[config.mk]
export PLATFORM = sky130hd
export DESIGN_NAME = scoreboard_ctl
export DESIGN_NICKNAME = d
export VERILOG_FILES = /design/src/rtl/sb_pkg.sv /design/src/rtl/sb_fu_entry.sv /design/src/rtl/sb_reg_table.sv /design/src/rtl/sb_wr_arb.sv /design/src/rtl/scoreboard_ctl.sv
export SDC_FILE = /design/constraint.sdc
export NUM_CORES = 1
export LEC_CHECK = 0
export ABC_AREA = 1
export BUFFER_PORTS_ARGS = -buffer_cell sky130_fd_sc_hd__buf_2
export CAP_MARGIN = 5
export CORE_UTILIZATION = 45
export DETAILED_ROUTE_END_ITERATION = 8
export PLACE_DENSITY = 0.62
export SYNTH_ARGS = -nofsm -noshare
export SYNTH_HDL_FRONTEND = slang
export SYNTH_SLANG_ARGS = --single-unit
[constraint.sdc]
create_clock -name clk -period 2 [get_ports clk]
set_input_delay 0.1 -clock clk [delete_from_list [all_inputs] [get_ports clk]]
set_output_delay 0.1 -clock clk [all_outputs]
set_load 0.01 [all_outputs]
[src/rtl/sb_pkg.sv]
package sb_pkg;
  // Lifecycle of one functional-unit entry
  typedef enum logic [1:0] {
    PH_IDLE = 2'd0,  // unit free
    PH_WAIT = 2'd1,  // issued, operands not yet read
    PH_EXEC = 2'd2   // operands read, executing or waiting to write
  } phase_e;
endpackage

[src/rtl/sb_fu_entry.sv]
module sb_fu_entry
  import sb_pkg::*;
#(
  parameter int REG_W = 4,
  parameter int FU_W  = 2
) (
  input  logic             clk,
  input  logic             rst_n,
  input  logic             issue_en,
  input  logic [REG_W-1:0] iss_dst,
  input  logic [REG_W-1:0] iss_s1,
  input  logic [REG_W-1:0] iss_s2,
  input  logic             iss_r1,
  input  logic             iss_r2,
  input  logic [FU_W-1:0]  iss_q1,
  input  logic [FU_W-1:0]  iss_q2,
  input  logic             wr_any,
  input  logic [FU_W-1:0]  wr_fu,
  input  logic             rd_go,
  input  logic             wr_go,
  output logic             busy,
  output logic             exec,
  output logic             rd_req,
  output logic [REG_W-1:0] dst,
  output logic [REG_W-1:0] s1,
  output logic [REG_W-1:0] s2,
  output logic             r1,
  output logic             r2
);
  phase_e           ph_q, ph_d;
  logic [REG_W-1:0] dst_q, dst_d, s1_q, s1_d, s2_q, s2_d;
  logic [FU_W-1:0]  q1_q, q1_d, q2_q, q2_d;
  logic             r1_q, r1_d, r2_q, r2_d;
  logic             upd_en;

  always_comb begin
    ph_d  = ph_q;
    dst_d = dst_q;
    s1_d  = s1_q;
    s2_d  = s2_q;
    q1_d  = q1_q;
    q2_d  = q2_q;
    r1_d  = r1_q;
    r2_d  = r2_q;
    if (issue_en) begin
      ph_d  = PH_WAIT;
      dst_d = iss_dst;
      s1_d  = iss_s1;
      s2_d  = iss_s2;
      r1_d  = iss_r1;
      r2_d  = iss_r2;
      q1_d  = iss_r1 ? '0 : iss_q1;
      q2_d  = iss_r2 ? '0 : iss_q2;
    end else begin
      // producer broadcast: pending sources become ready
      if (ph_q == PH_WAIT && wr_any) begin
        if (!r1_q && q1_q == wr_fu) begin
          r1_d = 1'b1;
          q1_d = '0;
        end
        if (!r2_q && q2_q == wr_fu) begin
          r2_d = 1'b1;
          q2_d = '0;
        end
      end
      if (rd_go) begin
        ph_d = PH_EXEC;
        r1_d = 1'b0;
        r2_d = 1'b0;
      end
      if (wr_go) ph_d = PH_IDLE;
    end
  end

  assign upd_en = issue_en | wr_any | rd_go | wr_go;

  always_ff @(posedge clk or negedge rst_n) begin
    if (!rst_n) begin
      ph_q  <= PH_IDLE;
      dst_q <= '0;
      s1_q  <= '0;
      s2_q  <= '0;
      q1_q  <= '0;
      q2_q  <= '0;
      r1_q  <= 1'b0;
      r2_q  <= 1'b0;
    end else if (upd_en) begin
      ph_q  <= ph_d;
      dst_q <= dst_d;
      s1_q  <= s1_d;
      s2_q  <= s2_d;
      q1_q  <= q1_d;
      q2_q  <= q2_d;
      r1_q  <= r1_d;
      r2_q  <= r2_d;
    end
  end

  assign busy   = (ph_q != PH_IDLE);
  assign exec   = (ph_q == PH_EXEC);
  assign rd_req = (ph_q == PH_WAIT) && r1_q && r2_q;
  assign dst    = dst_q;
  assign s1     = s1_q;
  assign s2     = s2_q;
  assign r1     = r1_q && (ph_q == PH_WAIT);
  assign r2     = r2_q && (ph_q == PH_WAIT);

  // operands are fetched once per issued instruction
  a_r4_read_once: assert property (@(posedge clk) disable iff (!rst_n)
    rd_go |=> !rd_req);
  // a write grant only follows an operand read
  a_r5_write_after_read: assert property (@(posedge clk) disable iff (!rst_n)
    wr_go |-> exec);
  // a granted write frees the unit
  a_r8_free_after_write: assert property (@(posedge clk) disable iff (!rst_n)
    (wr_go && !issue_en) |=> !busy);
endmodule

[src/rtl/sb_reg_table.sv]
module sb_reg_table #(
  parameter int NUM_REGS = 16,
  parameter int REG_W    = 4,
  parameter int FU_W     = 2
) (
  input  logic             clk,
  input  logic             rst_n,
  input  logic             set_en,
  input  logic [REG_W-1:0] set_reg,
  input  logic [FU_W-1:0]  set_fu,
  input  logic             clr_en,
  input  logic [REG_W-1:0] clr_reg,
  input  logic [REG_W-1:0] lk_dst,
  input  logic [REG_W-1:0] lk_s1,
  input  logic [REG_W-1:0] lk_s2,
  output logic             dst_owned,
  output logic             s1_owned,
  output logic [FU_W-1:0]  s1_owner,
  output logic             s2_owned,
  output logic [FU_W-1:0]  s2_owner
);
  logic [NUM_REGS-1:0] own_q;
  logic [FU_W-1:0]     who_q [NUM_REGS];

  for (genvar g = 0; g < NUM_REGS; g++) begin : g_reg
    logic hit_set, hit_clr, own_d;
    assign hit_set = set_en && (set_reg == REG_W'(g));
    assign hit_clr = clr_en && (clr_reg == REG_W'(g));
    always_comb begin
      own_d = own_q[g];
      if (hit_clr) own_d = 1'b0;
      if (hit_set) own_d = 1'b1;
    end
    always_ff @(posedge clk or negedge rst_n) begin
      if (!rst_n) begin
        own_q[g] <= 1'b0;
        who_q[g] <= '0;
      end else begin
        if (hit_set | hit_clr) own_q[g] <= own_d;
        if (hit_set) who_q[g] <= set_fu;
      end
    end
  end

  assign dst_owned = own_q[lk_dst];
  assign s1_owned  = own_q[lk_s1];
  assign s1_owner  = who_q[lk_s1];
  assign s2_owned  = own_q[lk_s2];
  assign s2_owner  = who_q[lk_s2];
endmodule

[src/rtl/sb_wr_arb.sv]
module sb_wr_arb #(
  parameter int NUM_FU = 3
) (
  input  logic [NUM_FU-1:0] req,
  output logic [NUM_FU-1:0] gnt
);
  always_comb begin
    logic taken;
    taken = 1'b0;
    gnt   = '0;
    for (int i = 0; i < NUM_FU; i++) begin
      if (req[i] && !taken) begin
        gnt[i] = 1'b1;
        taken  = 1'b1;
      end
    end
  end
endmodule

[src/rtl/scoreboard_ctl.sv]
module scoreboard_ctl #(
  parameter int NUM_FU   = 3,
  parameter int NUM_REGS = 16,
  localparam int REG_W   = (NUM_REGS > 1) ? $clog2(NUM_REGS) : 1,
  localparam int FU_W    = (NUM_FU > 1) ? $clog2(NUM_FU) : 1
) (
  input  logic              clk,
  input  logic              rst_n,
  input  logic              in_valid,
  input  logic [REG_W-1:0]  in_dst,
  input  logic [REG_W-1:0]  in_src1,
  input  logic [REG_W-1:0]  in_src2,
  input  logic [FU_W-1:0]   in_fu,
  output logic              in_ready,
  input  logic [NUM_FU-1:0] fu_done,
  output logic [NUM_FU-1:0] rd_grant,
  output logic [NUM_FU-1:0] wr_grant
);
  logic [NUM_FU-1:0] e_busy, e_exec, e_rdreq, e_r1, e_r2, iss_vec, war_blk, wr_req;
  logic [REG_W-1:0]  e_dst [NUM_FU];
  logic [REG_W-1:0]  e_s1  [NUM_FU];
  logic [REG_W-1:0]  e_s2  [NUM_FU];
  logic              dst_owned, s1_owned, s2_owned, sel_busy, sel_ok;
  logic              wr_any, iss_r1, iss_r2;
  logic [FU_W-1:0]   s1_owner, s2_owner, wr_fu;
  logic [REG_W-1:0]  wr_dst;

  // unit selection and issue decision
  always_comb begin
    sel_busy = 1'b0;
    sel_ok   = 1'b0;
    for (int i = 0; i < NUM_FU; i++) begin
      if (in_fu == FU_W'(i)) begin
        sel_ok   = 1'b1;
        sel_busy = e_busy[i];
      end
    end
  end
  assign in_ready = sel_ok && !sel_busy && !dst_owned;

  always_comb begin
    for (int i = 0; i < NUM_FU; i++)
      iss_vec[i] = in_valid && in_ready && (in_fu == FU_W'(i));
  end

  // write-port encode
  always_comb begin
    wr_fu  = '0;
    wr_dst = '0;
    for (int i = 0; i < NUM_FU; i++) begin
      if (wr_grant[i]) begin
        wr_fu  = FU_W'(i);
        wr_dst = e_dst[i];
      end
    end
  end
  assign wr_any = |wr_grant;

  // a source whose producer writes in this very cycle is ready already
  assign iss_r1 = !s1_owned || (wr_any && s1_owner == wr_fu);
  assign iss_r2 = !s2_owned || (wr_any && s2_owner == wr_fu);

  // write-after-read guard: an older reader still holding a ready copy
  always_comb begin
    for (int i = 0; i < NUM_FU; i++) begin
      war_blk[i] = 1'b0;
      for (int j = 0; j < NUM_FU; j++) begin
        if (j != i && ((e_r1[j] && e_s1[j] == e_dst[i]) ||
                       (e_r2[j] && e_s2[j] == e_dst[i])))
          war_blk[i] = 1'b1;
      end
    end
  end
  assign wr_req   = e_exec & fu_done & ~war_blk;
  assign rd_grant = e_rdreq;

  for (genvar g = 0; g < NUM_FU; g++) begin : g_fu
    sb_fu_entry #(.REG_W(REG_W), .FU_W(FU_W)) u_ent (
      .clk     (clk),
      .rst_n   (rst_n),
      .issue_en(iss_vec[g]),
      .iss_dst (in_dst),
      .iss_s1  (in_src1),
      .iss_s2  (in_src2),
      .iss_r1  (iss_r1),
      .iss_r2  (iss_r2),
      .iss_q1  (s1_owner),
      .iss_q2  (s2_owner),
      .wr_any  (wr_any),
      .wr_fu   (wr_fu),
      .rd_go   (e_rdreq[g]),
      .wr_go   (wr_grant[g]),
      .busy    (e_busy[g]),
      .exec    (e_exec[g]),
      .rd_req  (e_rdreq[g]),
      .dst     (e_dst[g]),
      .s1      (e_s1[g]),
      .s2      (e_s2[g]),
      .r1      (e_r1[g]),
      .r2      (e_r2[g])
    );
  end

  sb_reg_table #(.NUM_REGS(NUM_REGS), .REG_W(REG_W), .FU_W(FU_W)) u_rtab (
    .clk      (clk),
    .rst_n    (rst_n),
    .set_en   (in_valid && in_ready),
    .set_reg  (in_dst),
    .set_fu   (in_fu),
    .clr_en   (wr_any),
    .clr_reg  (wr_dst),
    .lk_dst   (in_dst),
    .lk_s1    (in_src1),
    .lk_s2    (in_src2),
    .dst_owned(dst_owned),
    .s1_owned (s1_owned),
    .s1_owner (s1_owner),
    .s2_owned (s2_owned),
    .s2_owner (s2_owner)
  );

  sb_wr_arb #(.NUM_FU(NUM_FU)) u_arb (
    .req(wr_req),
    .gnt(wr_grant)
  );

  // a single write port
  a_r7_one_write: assert property (@(posedge clk) disable iff (!rst_n)
    $onehot0(wr_grant));
  // an accepted instruction occupies its unit on the next cycle
  a_r1_issue_occupies: assert property (@(posedge clk) disable iff (!rst_n)
    (in_valid && in_ready) |=> ((e_busy & $past(iss_vec)) == $past(iss_vec)));
  // no grant to a requester whose destination an older reader still needs
  a_r6_war_hold: assert property (@(posedge clk) disable iff (!rst_n)
    $countones(wr_grant & war_blk) == 0);
endmodule

==> results of run 1 <==
final cells by class:
cell class	count	area, um2
clock buffers	9	225.2
clock inverters	7	105.1
fillers	1278	5408
inverters	120	478.0
multi-input cells	740	4010
flip-flops and latches	108	2721
well taps	184	230.2
repair buffers	177	1577
stage by stage:
stage                     TNS, ns  power, uW
after global placement     -5.956       6935
after global routing       -14.29      10420
final                      -5.504       9801
after detailed placement   -6.171       6972
after floorplan                 0       5497
after CTS                  -3.489       9442
power groups by stage:
| stage | Clock [uW] | Sequential, uW | Combinational, uW |
|---|---|---|---|
| final | 2050 | 3610 | 4140 |
| after CTS | 2080 | 3550 | 3820 |
| after detailed placement | 0 | 3540 | 3430 |
| after floorplan | 0 | 3310 | 2190 |
| after global placement | 0 | 3530 | 3400 |
| after global routing | 2150 | 3690 | 4580 |
routing by layer:
layer / routed length (um) / track usage / vias to the layer above
met5: 0 / 0 / -
met4: 935 / 0.1297 / 0
met3: 1568 / 0.04715 / 61
met2: 11430 / 0.4918 / 315
met1: 10040 / 0.3967 / 3406
li1: - / - / 3498
cell usage in the layout (no fill, tap or decap), types with 3 or more instances in the layout:
master	instances
clkinv_1	3
xor2_2	3
buf_12	12
o21ai_2	10
buf_4	115
nand2_2	28
nand3_4	6
dfrtp_1	93
inv_4	6
a21oi_1	27
xnor2_1	10
nand3_2	19
xor2_1	6
o21ai_0	77
buf_6	22
nand2_1	316
clkinvlp_4	3
clkbuf_16	13
nand3_1	92
dfrtp_2	15
a21oi_2	3
nor2_4	22
nand2_4	17
inv_1	87
nor2_2	10
o21ai_1	24
nor2_1	38
o211ai_1	6
buf_2	23
nand4_1	7
o22ai_1	3
inv_2	21
state kept, by name, summed over array words and instances, names as in the netlist:
signal           cells
g_fu.u_ent.dst      12
g_fu.u_ent.ph_q      6
g_fu.u_ent.q1_q      6
g_fu.u_ent.q2_q      6
g_fu.u_ent.r1_q      3
g_fu.u_ent.r2_q      3
g_fu.u_ent.s1       12
g_fu.u_ent.s2       12
u_rtab.own_q        16
u_rtab.who_q        32
worst max-delay path, cell delays in order (launching register included):
cell	delay, ns
dfrtp_2	0.47
inv_2	0.09
nand2_1	0.07
nand4_1	0.10
nor2_2	0.07
nor2_4	0.12
nand3_4	0.16
buf_12	0.18
nand2_8	0.08
buf_12	0.13
inv_4	0.05
buf_4	0.12
buf_6	0.11
path summary, 6_finish.rpt:
kind,to,slack (ns),cells after the start
worst max-delay path,wr_grant[1],-0.22,12
worst min-delay path,g_fu[2].u_ent.s1[3]$_DFFE_PN0P_,0.04,3
worst max register to register,g_fu[1].u_ent.q1_q[1]$_DFFE_PN0P_,-0.16,15
worst min register to register,u_rtab.own_q[14]$_DFFE_PN0P_,0.48,2
max in group asynchronous,g_fu[2].u_ent.dst[0]$_DFFE_PN0P_,1.14,3
min in group asynchronous,g_fu[1].u_ent.s1[0]$_DFFE_PN0P_,0.22,2
what timing repair did:
item | in CTS | in global routing
gates cloned | 0 | 5
hold endpoints to repair | 29 | 0
gates resized for setup | 91 | 115
pin swaps | 49 | 32
hold buffers | 1 | 0
buffers inserted | 18 | 23
setup endpoints to repair | 58 | 102
cell families after synthesis:
group / Yosys count / synth area share
XOR/XNOR: 19 / 0.02411
AND/OR/NAND/NOR: 566 / 0.3652
flip-flops: 108 / 0.3915
buffers and inverters: 162 / 0.1011
AO/OA/AOI/OAI: 155 / 0.1180
==> flow_summary.json, run 1 <==
{
  "cts_buffers": 9,
  "die-area_mm2": 0.01584,
  "instances_no_fill": 1345,
  "whs_ns": 0.04214,
  "cp.required_ns": 1.90,
  "gp_congestion": 0.9633,
  "end_kind": "primary output",
  "p_switching_uw": 3974,
  "ys_seq_area_frac": 0.3915,
  "io_buffer_count": 26,
  "synth_area_mm2": 0.006903,
  "p_int_uw": 5827,
  "power_density_mw_per_mm2": 1049,
  "clock_latency_ns": 0.37,
  "place_area_mm2": 0.007901,
  "syn_area_per_cell_um2": 6.835,
  "drive_gt1_frac": 0.3144,
  "clock_skew_ns": 0.006343,
  "hpwl_um": 16880,
  "clk_pin_slew_ns": 0.08,
  "seqPwrFrac": 0.368,
  "yosysTopAreaCell": "dfrtp_1",
  "worst_slack_ns": -0.2204,
  "post-route-util": 0.6335,
  "finalSetupViolCount": 68,
  "pre_cts_slack_ns": -0.2701,
  "ys.flop_type": "dfrtp_1",
  "cts_root_buffer": "clkbuf_16",
  "htreeDepth": 3,
  "drc": 0,
  "first_pass_iters": 7,
  "fin_crit_ns": 2.220,
  "area_delta_synth_final_pct": 35.40,
  "drv_slew": 0,
  "viasPerCell": 5.413,
  "ys_ff_latch": 108,
  "initial_core_util": 0.4679,
  "synth_edf_count": 0,
  "rows": 44,
  "grt_max_degree": 47,
  "power_frac_clock": 0.209,
  "p_comb_frac": 0.423,
  "nets": 1176,
  "synth_cells": 1010,
  "pin_count": 27,
  "wl_per_cell_um": 17.82,
  "sw_frac_of_total": 0.4055,
  "finalHoldViolations": 0,
  "synth_common_cells": "nand2_1 (359), nand3_1 (111), dfrtp_1 (108)",
  "core-area_mm2": 0.01475,
  "fp.dieW_um": 125.9,
  "worstHoldPathType": "input pin to flop",
  "rsz0062_at_grt": "yes",
  "die_h_um": 125.9,
  "critPathKind": "flop to primary output",
  "antenna_cells": 0,
  "tightest_slew_ns": 0.5152,
  "run_status": "complete, but fails checks",
  "slew-limit-headroom": 0.6562,
  "drt-total-wl_um": 23970,
  "synth_top_area_share": 0.3915,
  "ys_top_cells_by_area": "dfrtp_1 (39%), nand2_1 (20%), nand3_1 (8.0%)",
  "finalCritPeriodShare": 1.110,
  "violations": "setup timing",
  "cp-startpoint": "g_fu[0].u_ent.dst[0]$_DFFE_PN0P_",
  "crit_arrival_ns": 2.12,
  "cp-start-kind": "flop",
  "post-place-cells": 1284,
  "async_flop_share": 1.000,
  "ir_drop_v": 0.0006780,
  "antenna_found_initial": 0,
  "hold_start": "in_src1[3]",
  "postRouteAntennaNets": 0,
  "cts.sinks": 108,
  "drtIter0Drc": 611,
  "track_usage": 0.3008,
  "fmax_mhz": 450.4,
  "leakage_uw": 0.004711,
  "timing.rr.start": "g_fu[0].u_ent.dst[0]$_DFFE_PN0P_",
  "cts_buffer_depth": 2,
  "cts_tree": "built",
  "synthMostInstantiatedCell": "nand2_1",
  "finish.instance_area_mm2": 0.009346,
  "ys_warn_count": 0,
  "synth_nets": 1030,
  "critPathMaxFanout": 6,
  "dr_total_vias": 7280,
  "synthDistinctLibCells": 37,
  "grt_pass1_vias": 6677,
  "grt_overflow": 0,
  "grt_pass1_wl_um": 36490,
  "drv_cap": 0
}
No activity file was read; power rests on OpenSTA's default activity.
==> inputs of run 2 (changes only) <==
- clock period: 2 -> 2.6 ns (I/O delays scaled with it)
==> flow_summary.json, run 2 (synthesized netlist as in run 1, its figures left out) <==
{
  "clock_skew_ns": 0.01021,
  "grtUsageMet2": 0.4408,
  "finalHoldViolations": 0,
  "finalCritPeriodShare": 0.8961,
  "drv_slew": 0,
  "final_cell_mix": "nand2_1 (359), nand3_1 (111), dfrtp_1 (108)",
  "reg_top3": "u_rtab.who_q: 32 flops, u_rtab.own_q: 16 flops",
  "rows": 44,
  "grt_pass1_vias": 6259,
  "leakage_uw": 0.003746,
  "top_register": "u_rtab.who_q",
  "path_buf_inv": 3,
  "die-area_mm2": 0.01584,
  "drt-total-wl_um": 20840,
  "grt_max_degree": 49,
  "cts_tree": "built",
  "fp.dieW_um": 125.9,
  "cts_root_buffer": "clkbuf_16",
  "slowest_stage": "dfrtp_1",
  "grt_pass1_wl_um": 33840,
  "track_usage": 0.2809,
  "drtIter0Drc": 647,
  "critPathMaxFanout": 14,
  "cts.sinks": 108,
  "viasPerCell": 5.356,
  "hpwl_um": 15730,
  "drv_cap": 0,
  "postRouteAntennaNets": 0,
  "tns_ns": 0,
  "drc": 0,
  "gp_congestion": 0.9368,
  "fin_crit_ns": 2.330,
  "cpLargestDelayFamily": "simple AND/OR/NAND/NOR gates",
  "wl_per_cell_um": 17.27,
  "max_stage_delay_ns": 0.50,
  "end_kind": "flop",
  "slew-limit-headroom": 0.5073,
  "cpMostUsedCell": "nand2_1",
  "fmax_mhz": 429.2,
  "crit_arrival_ns": 2.63,
  "clk_pin_slew_ns": 0.07,
  "clock_latency_ns": 0.37,
  "cts_buffers": 9,
  "worstHoldPathType": "input pin to flop",
  "cts_hold_buffers": 1,
  "dr_total_vias": 6465,
  "postCtsSetupRepairBufs": 0,
  "area_delta_synth_final_pct": 7.794,
  "cp.required_ns": 2.90,
  "core-area_mm2": 0.01475,
  "cts_buffer_depth": 2,
  "busiest_layer": "met2",
  "cp-start-kind": "flop",
  "tightest_slew_ns": 0.7382,
  "io_buffer_count": 26,
  "pin_count": 27,
  "grt_overflow": 0,
  "ctsResizeCount": 0,
  "met3_usage": 0.05777,
  "finalSetupViolCount": 0,
  "htreeDepth": 3,
  "antenna_cells": 0,
  "drive_gt1_frac": 0.1105,
  "die_h_um": 125.9,
  "ir_drop_v": 0.0004150,
  "crit_chain": "inv_1 > nand2_1 > nand2_1 > nand3_1 > nor2_1 > inv_1 > nand2_1 > nor2_2 > nand2_4 > o21ai_1 > inv_1 > nand2_1 > nor2_2 > nand2_1 > nand2_1 > nand2_1",
  "largest_reg_flops": 32,
  "post-place-cells": 1193,
  "first_pass_iters": 5,
  "run_status": "finished clean",
  "final_common_cell": "nand2_1",
  "nets": 1041,
  "initial_core_util": 0.4679,
  "global_route.usage.met1": 0.3711,
  "instances_no_fill": 1207,
  "critPathKind": "flop to flop",
  "rsz0062_at_grt": "no",
  "antenna_found_initial": 0,
  "power_density_mw_per_mm2": 828.2
}
==> run 2: changes by cell type in the layout (fill, tap and decap cells not counted), sizes merged <==
cell / before / now
clkbuf: 13 / 10
clkinvlp: 3 / 2
buf: 172 / 41
clkinv: 5 / 4
bufinv: 2 / 0
==> run 2: worst paths after layout <==
check	start	endpoint	slack, ns	cells after the start
worst max-delay path	g_fu[1].u_ent.dst[3]$_DFFE_PN0P_	u_rtab.own_q[10]$_DFFE_PN0P_	0.27	16
worst min-delay path	in_dst[3]	g_fu[2].u_ent.dst[3]$_DFFE_PN0P_	0.07	3
worst max register to register	g_fu[1].u_ent.dst[3]$_DFFE_PN0P_	u_rtab.own_q[10]$_DFFE_PN0P_	0.27	16
worst min register to register	u_rtab.own_q[8]$_DFFE_PN0P_	u_rtab.own_q[8]$_DFFE_PN0P_	0.47	2
max in group asynchronous	rst_n	u_rtab.who_q[23]$_DFFE_PN0P_	1.60	3
min in group asynchronous	rst_n	g_fu[0].u_ent.s2[1]$_DFFE_PN0P_	0.28	2
==> run 2: power by group <==
| part | leakage, uW | internal, uW | switching (uW) |
|---|---|---|---|
| logic | 0.00225 | 782 | 1340 |
| registers | 0.00137 | 2180 | 545 |
| clock network | 0.000123 | 664 | 644 |
==> run 2: metrics by stage <==
step | hold slack [ns] | util | power (uW) | instance area (um2) | setup slack, ns
2_1_floorplan | -0.1656 | - | 4228 | 6903 | 0.7591
3_3_place_gp | 0.1375 | 0.4858 | 4833 | 7168 | 0.3143
3_5_place_dp | 0.1400 | 0.4858 | 4852 | 7168 | 0.3212
4_1_cts | 0.05786 | 0.5043 | 6186 | 7441 | 0.2782
5_1_grt | 0.09927 | 0.5043 | 6648 | 7441 | 0.03748
6_report | 0.06711 | 0.5043 | 6163 | 7441 | 0.2702
==> run 2: worst register-to-register path: stages, from the launching register on <==
cell	delay, ns
dfrtp_1	0.50
inv_1	0.12
nand2_1	0.08
nand2_1	0.05
nand3_1	0.08
nor2_1	0.06
inv_1	0.05
nand2_1	0.05
nor2_2	0.26
nand2_4	0.20
o21ai_1	0.32
inv_1	0.07
nand2_1	0.17
nor2_2	0.08
nand2_1	0.08
nand2_1	0.05
nand2_1	0.04
==> run 2: cell type report <==
cell class                      count  area (um2)
Clock buffer                       10       239.0
Clock inverter                      3       23.77
Fill cell                        1525        7313
Inverter                          120       450.4
Multi-Input combinational cell    740        3502
Sequential cell                   108        2703
Tap cell                          184       230.2
Timing Repair Buffer               42       292.8
==> run 2: metal layers <==
layer,wire length (um),vias up
met5,0,-
met4,682,0
met1,9442,2952
met3,1304,56
met2,9409,229
li1,-,3228
